$ cat src/rtl/irq_cpu_pkg.sv
package irq_cpu_pkg;
  // Register window offsets (bytes)
  localparam int CTRL_OFS = 'h000;
  localparam int ACK_OFS  = 'h00C;
  localparam int EOI_OFS  = 'h010;
  localparam int DIR_OFS  = 'h1000;

  // Control fields
  localparam int EN_BIT    = 0;
  localparam int SPLIT_BIT = 9;
  localparam logic [31:0] CTRL_KEEP = 32'h0000_03E1;

  // Acknowledge encoding
  localparam int IAR_W    = 10;
  localparam int SPURIOUS = 1023;
endpackage

$ cat src/rtl/irq_prio_select.sv
module irq_prio_select #(
  parameter int NUM_IDS = 32,
  parameter int PRIO_W  = 8,
  parameter int ID_W    = 10
) (
  input  logic [NUM_IDS-1:0]        cand,
  input  logic [NUM_IDS*PRIO_W-1:0] prio_flat,
  output logic                      best_v,
  output logic [PRIO_W-1:0]         best_prio,
  output logic [ID_W-1:0]           best_id
);
  localparam int LEVELS = $clog2(NUM_IDS);
  localparam int NP     = 1 << LEVELS;

  // Pairwise reduction tree; left operand always carries the lower IDs.
  for (genvar l = 0; l <= LEVELS; l++) begin : g_lvl
    localparam int N = NP >> l;
    logic [N-1:0]      v;
    logic [PRIO_W-1:0] p  [N];
    logic [ID_W-1:0]   id [N];

    if (l == 0) begin : g_leaf
      for (genvar i = 0; i < N; i++) begin : g_in
        if (i < NUM_IDS) begin : g_real
          assign v[i]  = cand[i];
          assign p[i]  = prio_flat[i*PRIO_W +: PRIO_W];
          assign id[i] = ID_W'(i);
        end else begin : g_pad
          assign v[i]  = 1'b0;
          assign p[i]  = '1;
          assign id[i] = '0;
        end
      end
    end else begin : g_merge
      for (genvar i = 0; i < N; i++) begin : g_pair
        logic left_wins;
        assign left_wins = g_lvl[l-1].v[2*i] &&
                           (!g_lvl[l-1].v[2*i+1] ||
                            (g_lvl[l-1].p[2*i] <= g_lvl[l-1].p[2*i+1]));
        assign v[i]  = g_lvl[l-1].v[2*i] | g_lvl[l-1].v[2*i+1];
        assign p[i]  = left_wins ? g_lvl[l-1].p[2*i]  : g_lvl[l-1].p[2*i+1];
        assign id[i] = left_wins ? g_lvl[l-1].id[2*i] : g_lvl[l-1].id[2*i+1];
      end
    end
  end

  assign best_v    = g_lvl[LEVELS].v[0];
  assign best_prio = g_lvl[LEVELS].p[0];
  assign best_id   = g_lvl[LEVELS].id[0];
endmodule

$ cat src/rtl/irq_state_bank.sv
module irq_state_bank #(
  parameter int NUM_IDS = 32,
  parameter int IDX_W   = 5
) (
  input  logic               clk,
  input  logic               rst,
  input  logic [NUM_IDS-1:0] set_vec,
  input  logic               ack_en,
  input  logic [IDX_W-1:0]   ack_idx,
  input  logic               clr_en,
  input  logic [IDX_W-1:0]   clr_idx,
  output logic [NUM_IDS-1:0] pending,
  output logic [NUM_IDS-1:0] active
);
  logic [NUM_IDS-1:0] pend_q, act_q, pend_d, act_d;
  logic [NUM_IDS-1:0] ack_hit, clr_hit;

  for (genvar i = 0; i < NUM_IDS; i++) begin : g_dec
    assign ack_hit[i] = ack_en && (ack_idx == IDX_W'(i));
    assign clr_hit[i] = clr_en && (clr_idx == IDX_W'(i));
  end

  // A new request arriving with the acknowledge of the same ID survives it.
  always_comb begin
    pend_d = (pend_q & ~ack_hit) | set_vec;
    act_d  = (act_q & ~clr_hit) | ack_hit;
  end

  always_ff @(posedge clk) begin
    if (rst) begin
      pend_q <= '0;
      act_q  <= '0;
    end else begin
      pend_q <= pend_d;
      act_q  <= act_d;
    end
  end

  assign pending = pend_q;
  assign active  = act_q;
endmodule

$ cat src/rtl/irq_prio_stack.sv
module irq_prio_stack #(
  parameter int DEPTH  = 8,
  parameter int PRIO_W = 8,
  parameter int ID_W   = 10,
  parameter int CNT_W  = $clog2(DEPTH + 1)
) (
  input  logic              clk,
  input  logic              rst,
  input  logic              push,
  input  logic [PRIO_W-1:0] push_prio,
  input  logic [ID_W-1:0]   push_id,
  input  logic              pop,
  output logic              empty,
  output logic              full,
  output logic [PRIO_W-1:0] top_prio,
  output logic [ID_W-1:0]   top_id,
  output logic [CNT_W-1:0]  count
);
  localparam int PTR_W = (DEPTH > 1) ? $clog2(DEPTH) : 1;

  logic [PRIO_W-1:0] prio_mem [DEPTH];
  logic [ID_W-1:0]   id_mem   [DEPTH];
  logic [CNT_W-1:0]  cnt_q;
  logic [PTR_W-1:0]  wr_ptr, top_ptr;

  assign wr_ptr  = PTR_W'(cnt_q);
  assign top_ptr = PTR_W'(cnt_q - 1'b1);
  assign empty   = (cnt_q == '0);
  assign full    = (cnt_q == CNT_W'(DEPTH));

  // Storage carries no reset so it can map onto RAM cells.
  always_ff @(posedge clk) begin
    if (push && !full) begin
      prio_mem[wr_ptr] <= push_prio;
      id_mem[wr_ptr]   <= push_id;
    end
  end

  always_ff @(posedge clk) begin
    if (rst) begin
      cnt_q <= '0;
    end else if (push && !full) begin
      cnt_q <= cnt_q + 1'b1;
    end else if (pop && !empty) begin
      cnt_q <= cnt_q - 1'b1;
    end
  end

  assign top_prio = empty ? '0 : prio_mem[top_ptr];
  assign top_id   = empty ? '0 : id_mem[top_ptr];
  assign count    = cnt_q;
endmodule

$ cat src/rtl/irq_cpu_if.sv
module irq_cpu_if
  import irq_cpu_pkg::*;
#(
  parameter int NUM_IDS     = 32,
  parameter int PRIO_W      = 8,
  parameter int STACK_DEPTH = 8,
  parameter int ADDR_W      = 13,
  parameter int DATA_W      = 32
) (
  input  logic                      clk,
  input  logic                      rst,
  input  logic [NUM_IDS-1:0]        irq_set,
  input  logic [NUM_IDS*PRIO_W-1:0] irq_prio,
  input  logic                      bus_wr,
  input  logic                      bus_rd,
  input  logic [ADDR_W-1:0]         bus_addr,
  input  logic [DATA_W-1:0]         bus_wdata,
  output logic [DATA_W-1:0]         bus_rdata,
  output logic                      irq_out
);
  localparam int IDX_W = $clog2(NUM_IDS);
  localparam int CNT_W = $clog2(STACK_DEPTH + 1);

  logic [DATA_W-1:0] ctrl_q;
  logic              ctrl_en, ctrl_split;
  logic              do_wr, do_rd;
  logic              hit_ctrl, hit_ack, hit_eoi, hit_dir;
  logic [IAR_W-1:0]  wid;
  logic              wid_ok;
  logic [IDX_W-1:0]  widx;

  logic [NUM_IDS-1:0] pending, active, cand;
  logic               best_v;
  logic [PRIO_W-1:0]  best_prio;
  logic [IAR_W-1:0]   best_id;

  logic              stk_empty, stk_full;
  logic [PRIO_W-1:0] stk_top_prio;
  logic [IAR_W-1:0]  stk_top_id;
  logic [CNT_W-1:0]  stk_cnt;
  logic [PRIO_W:0]   run_prio;

  logic can_take, ack_fire, eoi_fire, dir_fire, clr_en;
  logic [DATA_W-1:0] rdata_q;
  logic              irq_q;

  // Bus decode
  assign do_wr    = bus_wr;
  assign do_rd    = bus_rd && !bus_wr;
  assign hit_ctrl = (bus_addr == ADDR_W'(CTRL_OFS));
  assign hit_ack  = (bus_addr == ADDR_W'(ACK_OFS));
  assign hit_eoi  = (bus_addr == ADDR_W'(EOI_OFS));
  assign hit_dir  = (bus_addr == ADDR_W'(DIR_OFS));
  assign wid      = bus_wdata[IAR_W-1:0];
  assign wid_ok   = (32'(wid) < 32'(NUM_IDS));
  assign widx     = wid[IDX_W-1:0];

  assign ctrl_en    = ctrl_q[EN_BIT];
  assign ctrl_split = ctrl_q[SPLIT_BIT];

  // Candidate selection
  assign cand = pending & ~active;

  irq_prio_select #(
    .NUM_IDS (NUM_IDS),
    .PRIO_W  (PRIO_W),
    .ID_W    (IAR_W)
  ) u_select (
    .cand      (cand),
    .prio_flat (irq_prio),
    .best_v    (best_v),
    .best_prio (best_prio),
    .best_id   (best_id)
  );

  // Idle running priority sits one step above every encodable priority.
  assign run_prio = stk_empty ? {1'b1, {PRIO_W{1'b0}}} : {1'b0, stk_top_prio};
  assign can_take = ctrl_en && best_v && ({1'b0, best_prio} < run_prio) && !stk_full;

  // Register actions
  assign ack_fire = do_rd && hit_ack && can_take;
  assign eoi_fire = do_wr && hit_eoi && !stk_empty && (wid == stk_top_id);
  assign dir_fire = do_wr && hit_dir && ctrl_split && wid_ok && active[widx];
  assign clr_en   = (eoi_fire && !ctrl_split) || dir_fire;

  irq_state_bank #(
    .NUM_IDS (NUM_IDS),
    .IDX_W   (IDX_W)
  ) u_bank (
    .clk     (clk),
    .rst     (rst),
    .set_vec (irq_set),
    .ack_en  (ack_fire),
    .ack_idx (best_id[IDX_W-1:0]),
    .clr_en  (clr_en),
    .clr_idx (widx),
    .pending (pending),
    .active  (active)
  );

  irq_prio_stack #(
    .DEPTH  (STACK_DEPTH),
    .PRIO_W (PRIO_W),
    .ID_W   (IAR_W),
    .CNT_W  (CNT_W)
  ) u_stack (
    .clk       (clk),
    .rst       (rst),
    .push      (ack_fire),
    .push_prio (best_prio),
    .push_id   (best_id),
    .pop       (eoi_fire),
    .empty     (stk_empty),
    .full      (stk_full),
    .top_prio  (stk_top_prio),
    .top_id    (stk_top_id),
    .count     (stk_cnt)
  );

  // Control register
  always_ff @(posedge clk) begin
    if (rst) begin
      ctrl_q <= '0;
    end else if (do_wr && hit_ctrl) begin
      ctrl_q <= bus_wdata & DATA_W'(CTRL_KEEP);
    end
  end

  // Registered read data and request line
  always_ff @(posedge clk) begin
    if (rst) begin
      rdata_q <= '0;
      irq_q   <= 1'b0;
    end else begin
      irq_q <= can_take;
      if (do_rd) begin
        if (hit_ctrl) begin
          rdata_q <= ctrl_q;
        end else if (hit_ack) begin
          rdata_q <= can_take ? DATA_W'(best_id) : DATA_W'(SPURIOUS);
        end else begin
          rdata_q <= '0;
        end
      end
    end
  end

  assign bus_rdata = rdata_q;
  assign irq_out   = irq_q;
endmodule

$ cat config.mk
export PLATFORM = sky130hd
export DESIGN_NAME = irq_cpu_if
export DESIGN_NICKNAME = d
export VERILOG_FILES = /design/src/rtl/irq_cpu_pkg.sv /design/src/rtl/irq_prio_select.sv /design/src/rtl/irq_state_bank.sv /design/src/rtl/irq_prio_stack.sv /design/src/rtl/irq_cpu_if.sv
export SDC_FILE = /design/constraint.sdc
export NUM_CORES = 1
export LEC_CHECK = 0
export ABC_AREA = 1
export ABC_CLOCK_PERIOD_IN_PS = 15300
export BUFFER_PORTS_ARGS = -buffer_cell sky130_fd_sc_hd__buf_2
export CAP_MARGIN = 20
export CORE_AREA = 2 2 228 230
export CTS_BUF_LIST = sky130_fd_sc_hd__clkbuf_4 sky130_fd_sc_hd__clkbuf_8
export CTS_CLUSTER_SIZE = 14
export DETAILED_ROUTE_END_ITERATION = 10
export DIE_AREA = 0 0 230 232
export PLACE_DENSITY_LB_ADDON = 0.15
export SLEW_MARGIN = 40
export SYNTH_ARGS = -nofsm -noshare
export SYNTH_HDL_FRONTEND = slang
export SYNTH_HIERARCHICAL = 1
export SYNTH_SLANG_ARGS = --single-unit
$ cat constraint.sdc
create_clock -name clk -period 15.3 [get_ports clk]
set_input_delay 0.765 -clock clk [delete_from_list [all_inputs] [get_ports clk]]
set_output_delay 0.765 -clock clk [all_outputs]
set_load 0.01 [all_outputs]
==> run metrics, run 1 <==
Final setup violation count 0; most common cell in the netlist nand2_1; arrival time at the worst endpoint 12.54 ns; Die Height 232 µm; RSZ-0062 raised after global routing false; slowest CP cell nor4_2; routed vias/inst 5.17; area of the core 50900 µm²; nets 3739; Rows 83; synth cell count leaders nand2_1, inv_1, nor2_1, ha_1, o21ai_0; CTS buffer count 42; VDD IR max 0.215 mV; Yosys cell types 57; Post-CTS Setup Inserts 0; Post-synth EDFFs 144; Synth-to-Final Area Change 14.1%; global-route wire length before repair 102000 µm; effective utilization at floorplan 0.396; cell area after synthesis 20100 µm²; routability cong. 0.951; vias in the first global route 19431; R2R Path End u_stack/prio_mem[6][7]; post-route minimum period 12.35 ns; DP HPWL 51800 µm; Worst path depth 58; GR Overflow Total 0; Max Slew Vio Count 0; Synth area leader edfxtp_1; root buf cell clkbuf_8; clk sinks 229; Clk pin slew, worst setup/hold paths 0.05 ns; Crit. Startpoint irq_prio[27]; worst r2r src u_bank/pending[1]; clk_skew 0.0222 ns; worst setup margin 2.95 ns; hold buffers post-CTS 0; Post-DP Area 22200 µm²; Setup WS pre-CTS 2.48 ns; most frequent CP cell nand2_1; Max FO, Critical Path 18; Leakage 0.0110 µW; Max Clk Rate 81.0 MHz; largest net degree at the start of global routing 78; clk_lat worst skew 0.56 ns; cell depth of the worst hold path 3; Ys Warns 6; Total GRT Usage 0.240; synth top area cells edfxtp_1, ha_1, nand2_1; non-filler cells, final 3862; DRT Wirelength 65000 µm; ANT nets after route 0; crit end category register; post-route cell area 23000 µm²; Initial DRC Count 1300; WP data required 15.49 ns; startpoint types input pin; #FFs+latches synth 229; Final Hold Viols 0; CP peak stage delay 0.54 ns; Worst Tran Pin Value 0.840 ns; initial antenna violation count 11; setup tns final 0 ns; drt first pass iters 5; DR WL/cell 16.8 µm; relative max-transition margin 0.440; Final period util 0.807; post-layout power 3660 µW; H-tree Lvls 2; Hold WC Path Type in -> reg; CTS tree built; critical path buffer and inverter count 9; layout cell share with drive strength beyond 1 0.157; reg2reg path depth 54; die footprint 53400 µm²; Mean Syn Cell Area 7.06 µm²; cts repair resizes 0; Synth top area share 0.215; Die Width 230 µm; critical path class in -> reg; post-synthesis cell count 2852; # placed instances 3787; DR vias 19973; port bufs 325; asr flop ratio synth 0; MaxCap Viol Count 0; I/O pins 370; Clock Tree Buf Depth 3; Setup crit end u_stack/prio_mem[6][7]; outcome complete, no violations; Main synth FF type edfxtp_1; Reg2Reg Setup Slack 3.05 ns; DRC 0; sequential-to-total area share from yosys stat 0.299; CP top delay family simple AND/OR/NAND/NOR gates; Cell Pwr Density 159 nW/µm²
[sequential cells by signal, summed over array words and instances (netlist names)]
name              count
u_stack/count         4
bus_rdata            10
u_bank/pending       32
u_stack/prio_mem     64
u_stack/id_mem       80
u_bank/active        32
ctrl_q                6
irq_out               1
[per-layer routing]
| layer | wire, µm | track usage | up-vias |
|---|---|---|---|
| li1 | - | - | 10138 |
| met1 | 28600 | 0.303 | 9292 |
| met2 | 32100 | 0.431 | 429 |
| met3 | 2550 | 0.0254 | 102 |
| met4 | 1650 | 0.0685 | 12 |
| met5 | 80 | 0 | - |
[worst min-delay path by stage]
| stage | start | to | slack [ns] |
|---|---|---|---|
| floorplan | ctrl_q[6] | ctrl_q[6] | 0.42 |
| global placement | ctrl_q[7] | ctrl_q[7] | 0.44 |
| detailed placement | ctrl_q[5] | ctrl_q[5] | 0.45 |
| CTS | irq_set[16] | u_bank/pending[16] | 0.41 |
| global route | irq_set[19] | u_bank/pending[19] | 0.44 |
| finish | irq_set[16] | u_bank/pending[16] | 0.44 |
[through the flow]
stage,util,hold slack (ns)
4_1_cts,0.451,0.408
6_report,0.452,0.438
2_1_floorplan,-,0.423
5_1_grt,0.452,0.438
3_3_place_gp,0.436,0.445
3_5_place_dp,0.436,0.446
[worst reg2reg max path, delay by kind of cell, from the launching register on]
kind                       cells  cell delay, ns
AOI/OAI and AO/OA             20            2.92
DFF                            1            0.32
adders and majority gates      5            1.65
buffers and inverters          7            1.89
and+or+nand+nor               22            5.06
[area by class of cell]
| class | count | area, µm² |
|---|---|---|
| sequential | 229 | 6030 |
| tap | 680 | 851 |
| fill | 5335 | 27900 |
| clock inverter | 15 | 88.8 |
| multi-input combinational | 2156 | 12100 |
| timing repair buffer | 344 | 1770 |
| antenna | 4 | 10.0 |
| clock buffer | 56 | 696 |
| inverter | 378 | 1420 |
[layout by cell type (no fill, tap or decap), types with 6 or more instances in the layout]
cell type and instances:
inv_1 356, or2_1 9, o21ai_1 23, clkbuf_8 44, a21oi_1 209, nor2_2 7, o22ai_1 19, edfxtp_1 144
inv_2 18, buf_2 326, clkbuf_4 12, nor3_1 21, nand4_1 28, nand2_1 623, o21ai_0 238, a31oi_1 6
ha_1 250, clkinv_1 8, o21bai_1 8, buf_4 17, nand3b_1 9, nand2_2 22, o211ai_1 43, conb_1 27
or2_2 10, dfxtp_1 84, clkinv_2 6, o21ai_2 10, nand3_2 6, and2_1 23, o21a_1 6, nand3_1 224
nor2_1 283
[power by group]
part	internal [µW]	switching, µW	total, µW
clock network	297	257	554
registers	964	2.88	967
logic	555	1590	2140
total	1820	1850	3660
[cells by family after synthesis]
group | after synthesis | synth area share
xor+xnor | 7 | 0.00342
compound gates | 594 | 0.163
fa+ha+maj | 251 | 0.156
buf+inv | 492 | 0.105
flops | 229 | 0.299
other cells | 2 | 0.000373
simple gates | 1277 | 0.273
No activity file was read; power rests on OpenSTA's default activity.
==> run 2, diff against run 1 <==
Settings changed: ABC_CLOCK_PERIOD_IN_PS 15300 to 11200.
Clock period 15.3 ns to 11.2 ns, I/O delays scaled along.
==> run metrics, run 2 (same netlist as run 1, synthesis figures left out) <==
Total GRT Usage 0.241 (+0.00155); biggest regs u_stack/id_mem x80, u_stack/prio_mem x64; effective utilization at floorplan 0.396 (unchanged); DRC 0 (unchanged); Max Slew Vio Count 0 (unchanged); post-route minimum period 10.29 ns; CTS tree built; RSZ-0062 raised after global routing false; clk_lat worst skew 0.56 ns (about the same); clk_skew 0.0252 ns (+0.00298 ns); drt first pass iters 6 (+1); Rows 83 (unchanged); GR Overflow Total 0 (unchanged); routability cong. 0.937 (-1.5%); most frequent cells in the layout nand2_1, inv_1, buf_2; DR vias 20052 (+0.40%); most frequent CP cell nand2_1; commonest non-fill, non-tap cell in the layout nand2_1; port bufs 325 (unchanged); Initial DRC Count 1293 (-0.54%); largest net degree at the start of global routing 78 (unchanged); Hold WC Path Type in -> reg; routed vias/inst 5.17 (about the same); relative max-transition margin 0.451 (+0.0109); MaxCap Viol Count 0 (unchanged); vias in the first global route 19180 (-1.3%); DRT Wirelength 66000 µm (+1.5%); root buf cell clkbuf_8; outcome complete, no violations; Final period util 0.919; Die Width 230 µm (unchanged); ANT nets after route 0 (unchanged); Clock Tree Buf Depth 3 (unchanged); Leakage 0.0111 µW (+1.0%); nets 3757 (+0.48%); Cell Pwr Density 221 nW/µm² (+38%); slowest CP cell o21ai_0; global-route wire length before repair 103000 µm (+0.45%); Post-DP Area 22300 µm² (+0.51%); WP data required 11.42 ns (-4.07 ns); Worst Tran Pin Value 0.818 ns (-0.0218 ns); DR WL/cell 17.0 µm (+1.0%); Synth-to-Final Area Change 15.5%; Final setup violation count 0 (unchanged); Max FO, Critical Path 18 (unchanged); Clk pin slew, worst setup/hold paths 0.06 ns (about the same); Hold Slack 0.225 ns (-0.212 ns); hold buffers post-CTS 0 (unchanged); layout cell share with drive strength beyond 1 0.167 (+0.00991); DP HPWL 52300 µm (+1.1%); crit end category register; H-tree Lvls 2 (unchanged); initial antenna violation count 11 (unchanged); most flop-heavy register u_stack/id_mem; Final Hold Viols 0 (unchanged); Die Height 232 µm (unchanged); startpoint types input pin; post-route cell area 23300 µm² (+1.3%); clk sinks 229 (unchanged); arrival time at the worst endpoint 10.51 ns (-2.03 ns); max reg flops 80 (unchanged); area of the core 50900 µm² (unchanged); Max Clk Rate 97.2 MHz; die footprint 53400 µm² (unchanged); I/O pins 370 (unchanged); critical path class in -> reg; VDD IR max 0.224 mV (+4.3%); CP peak stage delay 0.44 ns (-0.10 ns); CTS buffer count 41 (-2.4%)
[run 2: cell count changes in the layout (fill, tap and decap cells not counted), sizes merged]
cell	previous run	this run
bufinv	0	2
clkbuf	56	57
clkinvlp	2	7
buf	344	362
inv	377	372
diode	4	2
[run 2: what timing repair did]
item | 4_1_cts | 5_1_grt
gates resized for setup | 0 | 49
buffers inserted | 0 | 5
endpoints found under the setup margin | 0 | 212
[run 2: power breakdown]
part           switching [µW]  internal, µW  total [µW]
Clock                     354           455         809
Combinational            2180           832        3010
Sequential               3.96          1310        1320
[run 2: cell type report]
cell class	instances	area, µm²
clock buffers	57	703
clock inverters	16	141
repair inverters	1	7.51
inverters	378	1440
well taps	680	851
repair buffers	362	1930
fillers	5286	27600
multi-input cells	2156	12200
flip-flops and latches	229	6030
diodes	2	5.00
[run 2: critical path, delay by kind of cell]
family | cells | cell delay, ns
buffers and inverters | 10 | 1.55
and+or+nand+nor | 24 | 3.44
AOI/OAI and AO/OA | 18 | 3.14
adders and majority gates | 6 | 1.76
[run 2: routing by layer]
metal | part of all wire | global-route usage | up-vias
li1 | - | - | 10172
met1 | 0.44 | 0.311 | 9268
met2 | 0.49 | 0.427 | 498
met3 | 0.045 | 0.0274 | 104
met4 | 0.023 | 0.0611 | 10
met5 | 0.00099 | 0 | -
[run 2: path summary, 6_finish.rpt]
kind,start,endpoint,slack [ns],depth (start not counted)
worst max-delay path,irq_prio[137],u_stack/id_mem[0][6],0.91,58
worst min-delay path,irq_set[15],u_bank/pending[15],0.23,3
worst max register to register,u_bank/active[13],u_stack/id_mem[0][6],0.99,55
worst min register to register,ctrl_q[8],ctrl_q[8],0.45,2
[run 2: metrics by stage]
stage / power [µW] / setup TNS, ns / setup WS (ns) / util / cells
CTS: 5070 / 0 / 0.327 / 0.455 / 3873
global placement: 4200 / -0.0390 / -0.0148 / 0.438 / 3800
global route: 5520 / 0 / 0.0401 / 0.457 / 3881
detailed placement: 4250 / -11.68 / -0.184 / 0.438 / 3800
finish: 5140 / 0 / 0.911 / 0.457 / 3881
floorplan: 3170 / 0 / 0.419 / - / 2877
==> run 3, diff against run 2 <==
Settings changed: ABC_AREA 1 to not set, CORE_AREA 2 2 228 230 to 2 2 230 232, DIE_AREA 0 0 230 232 to 0 0 232 234.
==> run metrics, run 3 <==
cell depth of the worst hold path 3 (unchanged); critical path class in -> reg; non-filler cells, final 3741 (-3.6%); synth top area cells edfxtp_1, ha_1, dfxtp_1; worst setup margin 0.457 ns (-0.454 ns); slowest CP cell a211o_1; Die Width 232 µm (+0.87%); commonest non-fill, non-tap cell in the layout buf_4; clk_skew 0.0205 ns (-0.00470 ns); DP HPWL 54200 µm (+3.6%); sequential power share 0.210 (-0.046); sequential-to-total area share from yosys stat 0.293 (-0.00612); most flop-heavy register u_stack/id_mem; Main synth FF type edfxtp_1; arrival time at the worst endpoint 10.99 ns (+0.48 ns); startpoint types input pin; largest net degree at the start of global routing 86 (+10%); DRT Wirelength 66700 µm (+1.0%); Clock Tree Buf Depth 3 (unchanged); drt first pass iters 6 (unchanged); cell area after synthesis 20600 µm² (+2.1%); biggest regs u_stack/id_mem x80, u_stack/prio_mem x64; Cell Pwr Density 221 nW/µm² (about the same); Comb power frac 0.678 (+0.092); H-tree Lvls 2 (unchanged); WHS Endpoint u_bank/pending[15]; Clk pwr share 0.111 (-0.047); Yosys cell types 106 (+86%); I/O pins 370 (unchanged); routability cong. 0.906 (-3.3%); Leakage 0.0130 µW (+17%); min-delay src irq_set[15]; CTS tree built; Mean Syn Cell Area 9.08 µm² (+29%); clk_lat worst skew 0.54 ns (-0.02 ns); Die Height 234 µm (+0.86%); port bufs 325 (unchanged); Clk pin slew, worst setup/hold paths 0.06 ns (about the same); Max FO, Critical Path 6 (-12); Final setup violation count 0 (unchanged); Worst Tran Pin Value 0.810 ns (-0.00738 ns); max reg flops 80 (unchanged); area of the core 52000 µm² (+2.2%); effective utilization at floorplan 0.395 (-0.000583); VDD IR max 0.318 mV (+42%); layout cell share with drive strength beyond 1 0.373 (+0.207); Post-synth EDFFs 144 (unchanged); Synth area leader edfxtp_1; post-synthesis cell count 2265 (-21%); Reg2Reg Setup Slack 0.49 ns (-0.50 ns); worst r2r src u_bank/pending[4]; Setup WS pre-CTS -0.480 ns (-0.296 ns); Synth-to-Final Area Change 36.3%; most frequent cells in the layout buf_4, buf_2, inv_1; vias in the first global route 19503 (+1.7%); reg2reg path depth 59 (+7.3%); post-route minimum period 10.74 ns (+0.454 ns); # placed instances 3630 (-4.5%); Initial DRC Count 1084 (-16%); Hold WC Path Type in -> reg; asr flop ratio synth 0 (unchanged); CTS buffer count 36 (-12%); R2R Path End u_stack/prio_mem[3][4]; Rows 84 (+1.2%); CP top delay family compound AO/OA/AOI/OAI gates; WP data required 11.45 ns (+0.03 ns); Synth top area share 0.210 (-0.00439); internal power 3470 µW (+34%); Max Clk Rate 93.1 MHz (-4.2%); nets 3608 (-4.0%); synth cell count leaders inv_1, ha_1, a21oi_1, nand2_1, o21ai_0; routed vias/inst 5.31 (+2.8%); hold buffers post-CTS 0 (unchanged); Sw Ratio 0.438 (-0.0554); Total GRT Usage 0.234 (-0.00679); global-route wire length before repair 102000 µm (-1.0%); Final Hold Viols 0 (unchanged); ANT nets after route 0 (unchanged); DRC 0 (unchanged); Ys Warns 6 (unchanged); root buf cell clkbuf_8; MaxCap Viol Count 0 (unchanged); relative max-transition margin 0.453 (+0.00172); DR WL/cell 17.8 µm (+4.8%); GR Overflow Total 0 (unchanged); initial antenna violation count 17 (+6); DR vias 19869 (-0.91%); #FFs+latches synth 229 (unchanged); Final period util 0.959 (+0.0405); Max Slew Vio Count 0 (unchanged); crit end category register; Net Switching 2710 µW (+6.8%); outcome complete, no violations; die footprint 54300 µm² (+1.7%); CP peak stage delay 0.36 ns (-0.08 ns); critical path buffer and inverter count 11 (+1); Filler cells 4833 (-8.6%); clk sinks 229 (unchanged); most common cell in the netlist inv_1
-- run 3: changes by cell type after synthesis, sizes merged, moves of 29 or more --
| cell | before | now |
|---|---|---|
| mux2 | 0 | 32 |
| a21o | 4 | 36 |
| nand2b | 0 | 34 |
| mux2i | 0 | 126 |
| o21ai | 271 | 162 |
| inv | 375 | 256 |
| nand3 | 230 | 56 |
| o211ai | 43 | 14 |
| nand2 | 646 | 174 |
| nor2b | 0 | 65 |
| nor2 | 294 | 129 |
| mux4 | 0 | 44 |
-- run 3: worst max path at each step --
stage	start	end	slack, ns	depth (start not counted)
2_1_floorplan	irq_prio[105]	u_stack/id_mem[0][0]	-0.04	60
3_3_place_gp	irq_prio[186]	u_stack/id_mem[0][8]	-0.32	59
3_5_place_dp	irq_prio[186]	u_stack/prio_mem[2][1]	-0.48	62
4_1_cts	u_bank/pending[4]	u_stack/id_mem[1][5]	0.03	59
5_1_grt	u_bank/pending[4]	u_stack/id_mem[3][1]	-0.08	59
6_report	irq_prio[161]	u_stack/prio_mem[3][4]	0.46	62
-- run 3: final cells by class --
cell class	count	area, µm²	share of cell area
diodes	8	20.0	0.000714
clock inverters	8	50.0	0.00179
flip-flops and latches	229	6030	0.215
inverters	256	971	0.0346
multi-input cells	1704	14100	0.503
well taps	688	861	0.0307
clock buffers	55	644	0.0230
repair buffers	793	5360	0.191
-- run 3: timing repair --
| item | 4_1_cts | 5_1_grt |
|---|---|---|
| buffers inserted | 0 | 39 |
| resized for setup | 0 | 174 |
| endpoints found under the setup margin | 0 | 222 |
-- run 3: stage by stage --
| step | util | instance area, µm² | power [µW] | setup TNS (ns) | hold slack [ns] |
|---|---|---|---|---|---|
| floorplan | - | 21100 | 3510 | -0.705 | 0.444 |
| global placement | 0.505 | 26300 | 4990 | -40.87 | 0.443 |
| detailed placement | 0.505 | 26300 | 5090 | -77.65 | 0.443 |
| CTS | 0.519 | 27000 | 5790 | 0 | 0.231 |
| global route | 0.539 | 28000 | 6600 | -1.68 | 0.243 |
| finish | 0.539 | 28000 | 6180 | 0 | 0.258 |
-- run 3: layer usage --
metal  up-vias  global-route usage  wire length [µm]
met4        18              0.0615              1520
met2       513               0.407             32300
met5         -                   0               109
met3       116              0.0367              3510
li1       9799                   -                 -
met1      9423               0.303             29300
-- run 3: power groups by stage --
stage	Combinational [µW]	Sequential [µW]	Clock (µW)
after floorplan	2190	1320	0
after global placement	3670	1320	0
after detailed placement	3770	1320	0
after CTS	3790	1300	702
after global routing	4560	1300	737
final	4190	1300	687
-- run 3: cells by family (layout without fill, tap and decap cells) --
kind of cell	count (synthesis)	in the layout	share of synthesized area
and+or+nand+nor	611	611	0.152
AOI/OAI and AO/OA	597	597	0.189
buffers and inverters	357	1112	0.0750
adders and majority gates	252	252	0.153
DFF	229	229	0.293
muxes	202	202	0.130
xor gates and xnor gates	15	15	0.00712
other	2	35	0.000365
-- run 3: tightest hold or removal path, cell delays in order --
cell     delay [ns]
buf_2          0.09
inv_1          0.04
a21oi_1        0.05
